## config.mk

```make
export PLATFORM = sky130hd
export DESIGN_NAME = sof_frame_scheduler
export DESIGN_NICKNAME = d
export VERILOG_FILES = /design/src/rtl/sofs_pkg.sv /design/src/rtl/sofs_ctrl.sv /design/src/rtl/sofs_dpath.sv /design/src/rtl/sof_frame_scheduler.sv
export SDC_FILE = /design/constraint.sdc
export NUM_CORES = 1
export LEC_CHECK = 0
export BUFFER_PORTS_ARGS = -buffer_cell sky130_fd_sc_hd__buf_2
export CAP_MARGIN = 20
export CORE_MARGIN = 8
export CORE_UTILIZATION = 40
export CTS_CLUSTER_DIAMETER = 40
export DETAILED_ROUTE_END_ITERATION = 12
export MAX_ROUTING_LAYER = met4
export PLACE_DENSITY_LB_ADDON = 0.05
export SYNTH_ARGS = -nofsm -noshare
export SYNTH_HDL_FRONTEND = slang
export SYNTH_SLANG_ARGS = --single-unit
```

## constraint.sdc

```tcl
create_clock -name clk -period 4.5 [get_ports clk]
set_input_delay 0.675 -clock clk [delete_from_list [all_inputs] [get_ports clk]]
set_output_delay 0.675 -clock clk [all_outputs]
set_load 0.01 [all_outputs]
```

## src/rtl/sofs_pkg.sv

```systemverilog
package sofs_pkg;
  localparam logic [2:0] ADDR_CTRL  = 3'd0;
  localparam logic [2:0] ADDR_STAT  = 3'd1;
  localparam logic [2:0] ADDR_CMP   = 3'd2;
  localparam logic [2:0] ADDR_GRDLO = 3'd3;
  localparam logic [2:0] ADDR_GRDHI = 3'd4;
  localparam logic [2:0] ADDR_FRMLO = 3'd5;
  localparam logic [2:0] ADDR_FRMHI = 3'd6;
  localparam logic [2:0] ADDR_CMD   = 3'd7;

  localparam int FRAME_W = 11;

  typedef struct packed {
    logic loadCount;
    logic decCount;
    logic incFrame;
  } strobe_t;
endpackage

```

## src/rtl/sofs_ctrl.sv

```systemverilog
module sofs_ctrl
  import sofs_pkg::*;
(
  input  logic       clk,
  input  logic       rstN,
  input  logic       bitTick,
  input  logic       regWrEn,
  input  logic [2:0] regAddr,
  input  logic [7:0] regWrData,
  input  logic       countZero,
  input  logic       cmpMatch,
  input  logic       sofReady,
  output strobe_t    strb,
  output logic       busy,
  output logic       sofValid,
  output logic       irqFlag,
  output logic       stepMode
);
  logic cmdStart, statWr, stopReq, tickWrap, sofStart, accept, setIrq;

  always_comb begin
    cmdStart = regWrEn && (regAddr == ADDR_CMD) && regWrData[0] && !busy;
    statWr   = regWrEn && (regAddr == ADDR_STAT);
    stopReq  = statWr && !regWrData[0] && busy;
    tickWrap = busy && bitTick && countZero;
    sofStart = cmdStart || (tickWrap && !stopReq);
    accept   = sofValid && sofReady;
    setIrq   = sofStart && (stepMode || cmpMatch);
    strb.loadCount = sofStart;
    strb.decCount  = busy && bitTick && !countZero && !stopReq;
    strb.incFrame  = accept;
  end

  always_ff @(posedge clk) begin
    if (!rstN) begin
      busy     <= 1'b0;
      sofValid <= 1'b0;
      irqFlag  <= 1'b0;
      stepMode <= 1'b0;
    end else begin
      if (cmdStart)     busy <= 1'b1;
      else if (stopReq) busy <= 1'b0;

      if (stopReq)       sofValid <= 1'b0;
      else if (sofStart) sofValid <= 1'b1;
      else if (accept)   sofValid <= 1'b0;

      if (setIrq)                      irqFlag <= 1'b1;
      else if (statWr && !regWrData[1]) irqFlag <= 1'b0;

      if (regWrEn && regAddr == ADDR_CTRL) stepMode <= regWrData[0];
    end
  end
endmodule

```

## src/rtl/sofs_dpath.sv

```systemverilog
module sofs_dpath
  import sofs_pkg::*;
#(
  parameter int FRAME_TICKS = 12000,
  localparam int COUNT_W = $clog2(FRAME_TICKS)
)(
  input  logic               clk,
  input  logic               rstN,
  input  strobe_t            strb,
  input  logic               regWrEn,
  input  logic [2:0]         regAddr,
  input  logic [7:0]         regWrData,
  input  logic               busy,
  input  logic               irqFlag,
  input  logic               stepMode,
  output logic               countZero,
  output logic               cmpMatch,
  output logic               inGuard,
  output logic [FRAME_W-1:0] frameNum,
  output logic [7:0]         regRdData
);
  localparam logic [COUNT_W-1:0] RELOAD = COUNT_W'(FRAME_TICKS - 1);

  logic [COUNT_W-1:0] count;
  logic [7:0]         cmpReg;
  logic [15:0]        guardReg;

  always_ff @(posedge clk) begin
    if (!rstN) begin
      count    <= '0;
      frameNum <= '0;
      cmpReg   <= '0;
      guardReg <= '0;
    end else begin
      if (strb.loadCount)     count <= RELOAD;
      else if (strb.decCount) count <= count - 1'b1;

      if (regWrEn && regAddr == ADDR_FRMLO)      frameNum[7:0] <= regWrData;
      else if (regWrEn && regAddr == ADDR_FRMHI) frameNum[FRAME_W-1:8] <= regWrData[FRAME_W-9:0];
      else if (strb.incFrame)                    frameNum <= frameNum + 1'b1;

      if (regWrEn && regAddr == ADDR_CMP)   cmpReg <= regWrData;
      if (regWrEn && regAddr == ADDR_GRDLO) guardReg[7:0] <= regWrData;
      if (regWrEn && regAddr == ADDR_GRDHI) guardReg[15:8] <= regWrData;
    end
  end

  always_comb begin
    countZero = (count == '0);
    cmpMatch  = (frameNum[7:0] == cmpReg);
    inGuard   = (16'(count) < guardReg);
    unique case (regAddr)
      ADDR_CTRL:  regRdData = {7'd0, stepMode};
      ADDR_STAT:  regRdData = {6'd0, irqFlag, busy};
      ADDR_CMP:   regRdData = cmpReg;
      ADDR_GRDLO: regRdData = guardReg[7:0];
      ADDR_GRDHI: regRdData = guardReg[15:8];
      ADDR_FRMLO: regRdData = frameNum[7:0];
      ADDR_FRMHI: regRdData = 8'(frameNum[FRAME_W-1:8]);
      default:    regRdData = 8'd0;
    endcase
  end
endmodule

```

## src/rtl/sof_frame_scheduler.sv

```systemverilog
module sof_frame_scheduler
  import sofs_pkg::*;
#(
  parameter int FRAME_TICKS = 12000
)(
  input  logic               clk,
  input  logic               rstN,
  input  logic               bitTick,
  input  logic               regWrEn,
  input  logic [2:0]         regAddr,
  input  logic [7:0]         regWrData,
  output logic [7:0]         regRdData,
  output logic               sofValid,
  input  logic               sofReady,
  output logic [FRAME_W-1:0] sofFrameNum,
  input  logic               tokReq,
  output logic               tokGrant,
  output logic               irq
);
  strobe_t strb;
  logic busyFlag, irqFlag, stepMode, countZero, cmpMatch, inGuard;

  sofs_ctrl i_ctrl (
    .clk(clk), .rstN(rstN), .bitTick(bitTick),
    .regWrEn(regWrEn), .regAddr(regAddr), .regWrData(regWrData),
    .countZero(countZero), .cmpMatch(cmpMatch), .sofReady(sofReady),
    .strb(strb), .busy(busyFlag), .sofValid(sofValid),
    .irqFlag(irqFlag), .stepMode(stepMode)
  );

  sofs_dpath #(.FRAME_TICKS(FRAME_TICKS)) i_dpath (
    .clk(clk), .rstN(rstN), .strb(strb),
    .regWrEn(regWrEn), .regAddr(regAddr), .regWrData(regWrData),
    .busy(busyFlag), .irqFlag(irqFlag), .stepMode(stepMode),
    .countZero(countZero), .cmpMatch(cmpMatch), .inGuard(inGuard),
    .frameNum(sofFrameNum), .regRdData(regRdData)
  );

  assign tokGrant = tokReq && !(busyFlag && (sofValid || inGuard));
  assign irq      = irqFlag;
endmodule

```

* Yosys cells after proc, flatten, opt, wreduce, memory -nomap -nowiden
Cells that the tools add are included.
** Cells by class
- Reduce and logical (&&, ||, !) cells :: 43
- Add/sub/neg operators :: 2
- Equal/unequal tests :: 9
- Muxes and demuxes :: 13
- $lt $le $gt $ge :: 1
- Bitwise gates (word level) :: 2
** Operators with widths (count)
- one-hot mux 8 bit (7 select lines) :: 1
- 2-to-1 mux 14 bit :: 2
- logical AND 1 bit :: 22
- < comparator 14 x 16 -> 1 bit :: 1
- 2-to-1 mux 8 bit :: 2
- zero test 14 bit :: 1
- subtractor 14 x 1 -> 14 bit, second input constant :: 1
- equality test 3 bit, second input constant :: 4
- nonzero test 2 bit :: 6
- adder 11 x 1 -> 11 bit, second input constant :: 1
- 2-to-1 mux 11 bit :: 1
- equality test 8 bit :: 1
- equality test 3 x 2 -> 1 bit, second input constant :: 2
- zero test 1 bit :: 6
- 2-to-1 mux 1 bit :: 6
- AND reduction 2 bit :: 2
- OR reduction 2 bit :: 2
- equality test 3 x 1 -> 1 bit, second input constant :: 1
- zero test 3 bit :: 1
- logical OR 1 bit :: 3
- 2-to-1 mux 3 bit :: 1
- inequality test 2 x 1 -> 1 bit, second input constant :: 1
- NOT 1 bit :: 2
** Word-level totals
- Input bits :: 17
- Bits in registers :: 53
- Logic and storage cells :: 81

* Longest topological paths before layout
- Depth after elaboration :: 9
- Mapped depth :: 8
- Depth with buffers taken out :: 7

* Cells and area by module
From an unflattened synthesis, not the netlist that was laid out.
** Unflattened totals
- Cell total of the unflattened synthesis :: 402
- Area, all modules :: 3210.6 sq um
** By module, submodules not included
- sofs_dpath :: seq. area each 980.9 sq um, cells an instance 369, area each 2946.6 sq um, times used 1
- sofs_ctrl :: seq. area each 80.1 sq um, cells an instance 31, area each 252.7 sq um, times used 1
- sof_frame_scheduler :: seq. area each 0.0 sq um, cells an instance 2, area each 11.3 sq um, times used 1

* Worst setup path before layout
Ideal clock, no wire load.
- Path kind :: input port to output port
- From :: input port regAddr[2]
- To :: output port regRdData[0]
- Path slack :: 2.040 ns
- Required time :: 3.825 ns
- Arrival :: 1.785 ns
- Stages :: 4
- Cells stage by stage :: buf_2 buf_2 mux4_2 mux2_2
** On the way
- Cells in the longest elaborated chain, start to end :: 2
- Elaborated cells on any way between the ends :: 8
** RTL lines
- from (decl) :: RTL line sof_frame_scheduler.sv:10 : input logic [2:0] regAddr,
- equality test 3 bit (tied with other cells) :: RTL line sofs_dpath.sv:52 : unique case (regAddr)
- one-hot mux 8 bit (7 select lines) (*) :: RTL line sofs_dpath.sv:52
- to (decl) :: RTL line sof_frame_scheduler.sv:12 : output logic [7:0] regRdData,
Every way passes the cells marked *; elsewhere a longest branch is shown, timed or not.

* Final worst setup path
- From :: input port regAddr[1]
- To :: output port regRdData[3]
Same word-level chain as after synthesis.

==> out/metrics.yaml <==
gr-total-overflow: 0
start_util_pct: 40.5
synth_fa_ha_area_share_pct: 6.14
htreeDepth: 2
ys_types: 62
grt_pass1_vias: 2883
maxCapViolCount: 0
viasPerCell: 5.68
grt_max_degree: 45
die_y_um: 106
ff_latch_area_um2: 1060
hold_violations: 0
drtAntennaViolNets: 0
synth_flop_cell: "dfxtp_1"
hp-class: "flip-flop to flip-flop"
fin_nets: 469
wl_per_cell_um: 17.4
synth_edf_count: 0
placedCellCount: 534
synth.net_count: 446
layout_min_cycle_time_ns: 2.84
grt_pass1_wl_um: 15700
fp.dieW_um: 106
fill_cells: 835
cts.clk_slew.worst_paths_ns: 0.10
crit_type: "primary input to output pin"
antenna_found_initial: 0
grt_usage_pct: 17.6
synth_area_um2: 3260
cp-end-kind: "output pin"
critPathMaxFanout: 19
ir_worst_vdd_mv: 0.115
rows: 33
cts_setup_buffers: 0
antenna_cells: 0
p_total_w: 0.000985
synthArstFlopShare_pct: 0
yosysWarningCount: 0
muxShareOfSynthArea_pct: 5.72
synth_area_per_cell_um2: 7.90
insertion_delay_ns: 0.31
drt_iter0_drc: 233
drive_above_1_share_pct: 13.0
clock_path_buffers: 2
ys_seq_area_share_pct: 32.5
final_cells: 542
drc: 0
die_area_um2: 11300
synth_top_family_by_area: "simple AND/OR/NAND/NOR gates"
core_area_um2: 8050
multiInputGateArea_um2: 2020
syn_inst: 413
worstSetupStartpointType: "primary input"
relSlewSlack_pct: 42.7
ios: 39
cts_tree: "built"
numPortBuffers: 38
via_count: 3077
hpwl_um: 7000
layout_common_cells: "a21oi_1 (53), dfxtp_1 (53), nand2_1 (52)"
rsz0062_at_grt: "no"
finalCritPeriodShare_pct: 63.0
yosys.area_share.simple_pct: 24.5
worst_ep_arrival_time_ns: 2.16
ctsResizeCount: 0
clock-sinks: 53
place.gp.congestion: 0.820
ys_ff_latch: 53
slew_viol_final: 0
totalWireLength_um: 9440
cp.required_ns: 3.83
cts_made_buffers: 5
cts_root_buf: "clkbuf_8"
worstMarginPinSlew_ns: 0.852
p_leak_nw: 1.41
area_growth_syn_to_layout_pct: 10.8
skew_ns: 0.0103
cellPowerDensity_nw_per_um2: 273
setup-violations-final: 0
synth-compound-area-share_pct: 20.4
finalSetupTns_ns: 0
fmax_ghz: 0.353
hold_buffers: 0
drtPass1Iterations: 4
synth_xor_area_share_pct: 5.10
status: "completed"
## critical path, cell delays in order
cell	delay (ns)
buf_2	0.27
nor2b_1	0.67
a22oi_1	0.21
a21oi_1	0.18
buf_2	0.15
## routing by layer
metal	wire length (µm)	GRT usage, %	share of wire, %
met3	485	3.02	5.1
met5	0	-	0
met2	4040	25.0	43
met4	65	3.72	0.69
met1	4850	25.4	51
## state kept, by name, indices dropped and copies added, names as in the netlist
register	flops
i_dpath.cmpReg	8
i_ctrl.busy	1
i_dpath.count	14
i_dpath.guardReg	16
i_ctrl.sofValid	1
i_dpath.frameNum	11
i_ctrl.irqFlag	1
i_ctrl.stepMode	1
## where the power goes
part | leakage (nW) | total [W] | switching (W) | internal (W)
clock network | 0.0574 | 0.000344 | 0.000163 | 0.000181
logic | 0.924 | 0.000148 | 0.0000933 | 0.0000543
registers | 0.429 | 0.000493 | 0.0000138 | 0.000479
## worst paths after layout
check / from / end / slack [ns] / depth (start not counted)
worst max register to register: i_dpath.count[0] / i_dpath.count[10] / 2.43 / 7
worst min register to register: i_dpath.guardReg[10] / i_dpath.guardReg[10] / 0.47 / 2
worst max-delay path: regAddr[1] / regRdData[3] / 1.66 / 5
worst min-delay path: i_dpath.guardReg[10] / i_dpath.guardReg[10] / 0.47 / 2
## synthesized netlist by cell type (2+ instances only)
cell | count | share of area (%)
a211oi_1 | 2 | 0.46
a21o_1 | 7 | 1.6
a21oi_1 | 53 | 8.1
a221oi_1 | 5 | 1.3
a22oi_1 | 4 | 0.92
a32oi_1 | 2 | 0.54
and2_1 | 3 | 0.58
and3_1 | 2 | 0.38
and4_1 | 2 | 0.54
and4b_1 | 2 | 0.61
buf_2 | 12 | 1.8
clkbuf_1 | 11 | 1.3
dfxtp_1 | 53 | 33
ha_1 | 16 | 6.1
inv_1 | 20 | 2.3
mux2_2 | 3 | 1.0
mux2i_1 | 13 | 4.0
nand2_1 | 52 | 6.0
nand2b_1 | 5 | 0.96
nand3_1 | 8 | 1.2
nand3b_1 | 2 | 0.46
nand4_1 | 15 | 2.9
nand4b_1 | 3 | 0.81
nor2_1 | 33 | 3.8
nor2b_1 | 5 | 0.96
nor3_1 | 8 | 1.2
nor4_1 | 5 | 0.96
o21ai_0 | 10 | 1.5
o22ai_1 | 3 | 0.58
o311a_1 | 2 | 0.61
o31a_1 | 2 | 0.54
or3_1 | 2 | 0.38
or4_1 | 2 | 0.46
xnor2_1 | 2 | 0.54
xor2_1 | 17 | 4.6
## through the flow
stage / area, µm² / setup slack (ns) / util, % / hold WS, ns
floorplan: 3260 / 2.04 / - / 0.436
global placement: 3490 / 1.73 / 43.4 / 0.441
detailed placement: 3490 / 1.72 / 43.4 / 0.449
CTS: 3610 / 1.70 / 44.9 / 0.463
global route: 3610 / 1.52 / 44.9 / 0.491
finish: 3610 / 1.66 / 44.9 / 0.470
## cells by family (layout without fill, tap and decap cells)
logic type,count (synthesis),in the layout
AOI/OAI and AO/OA,106,106
xor gates and xnor gates,19,19
adders and majority gates,16,16
buffers and inverters,45,69
DFF,53,53
muxes,17,17
and+or+nand+nor,157,157
## final cells by class
class | instances | share of cell area (%)
multi-input combinational | 315 | 55.8
sequential | 53 | 29.4
timing repair buffer | 40 | 5.68
tap | 105 | 3.64
clock buffer | 6 | 2.29
inverter | 21 | 2.18
clock inverter | 2 | 1.04
Power figures use the tool's default switching activity.
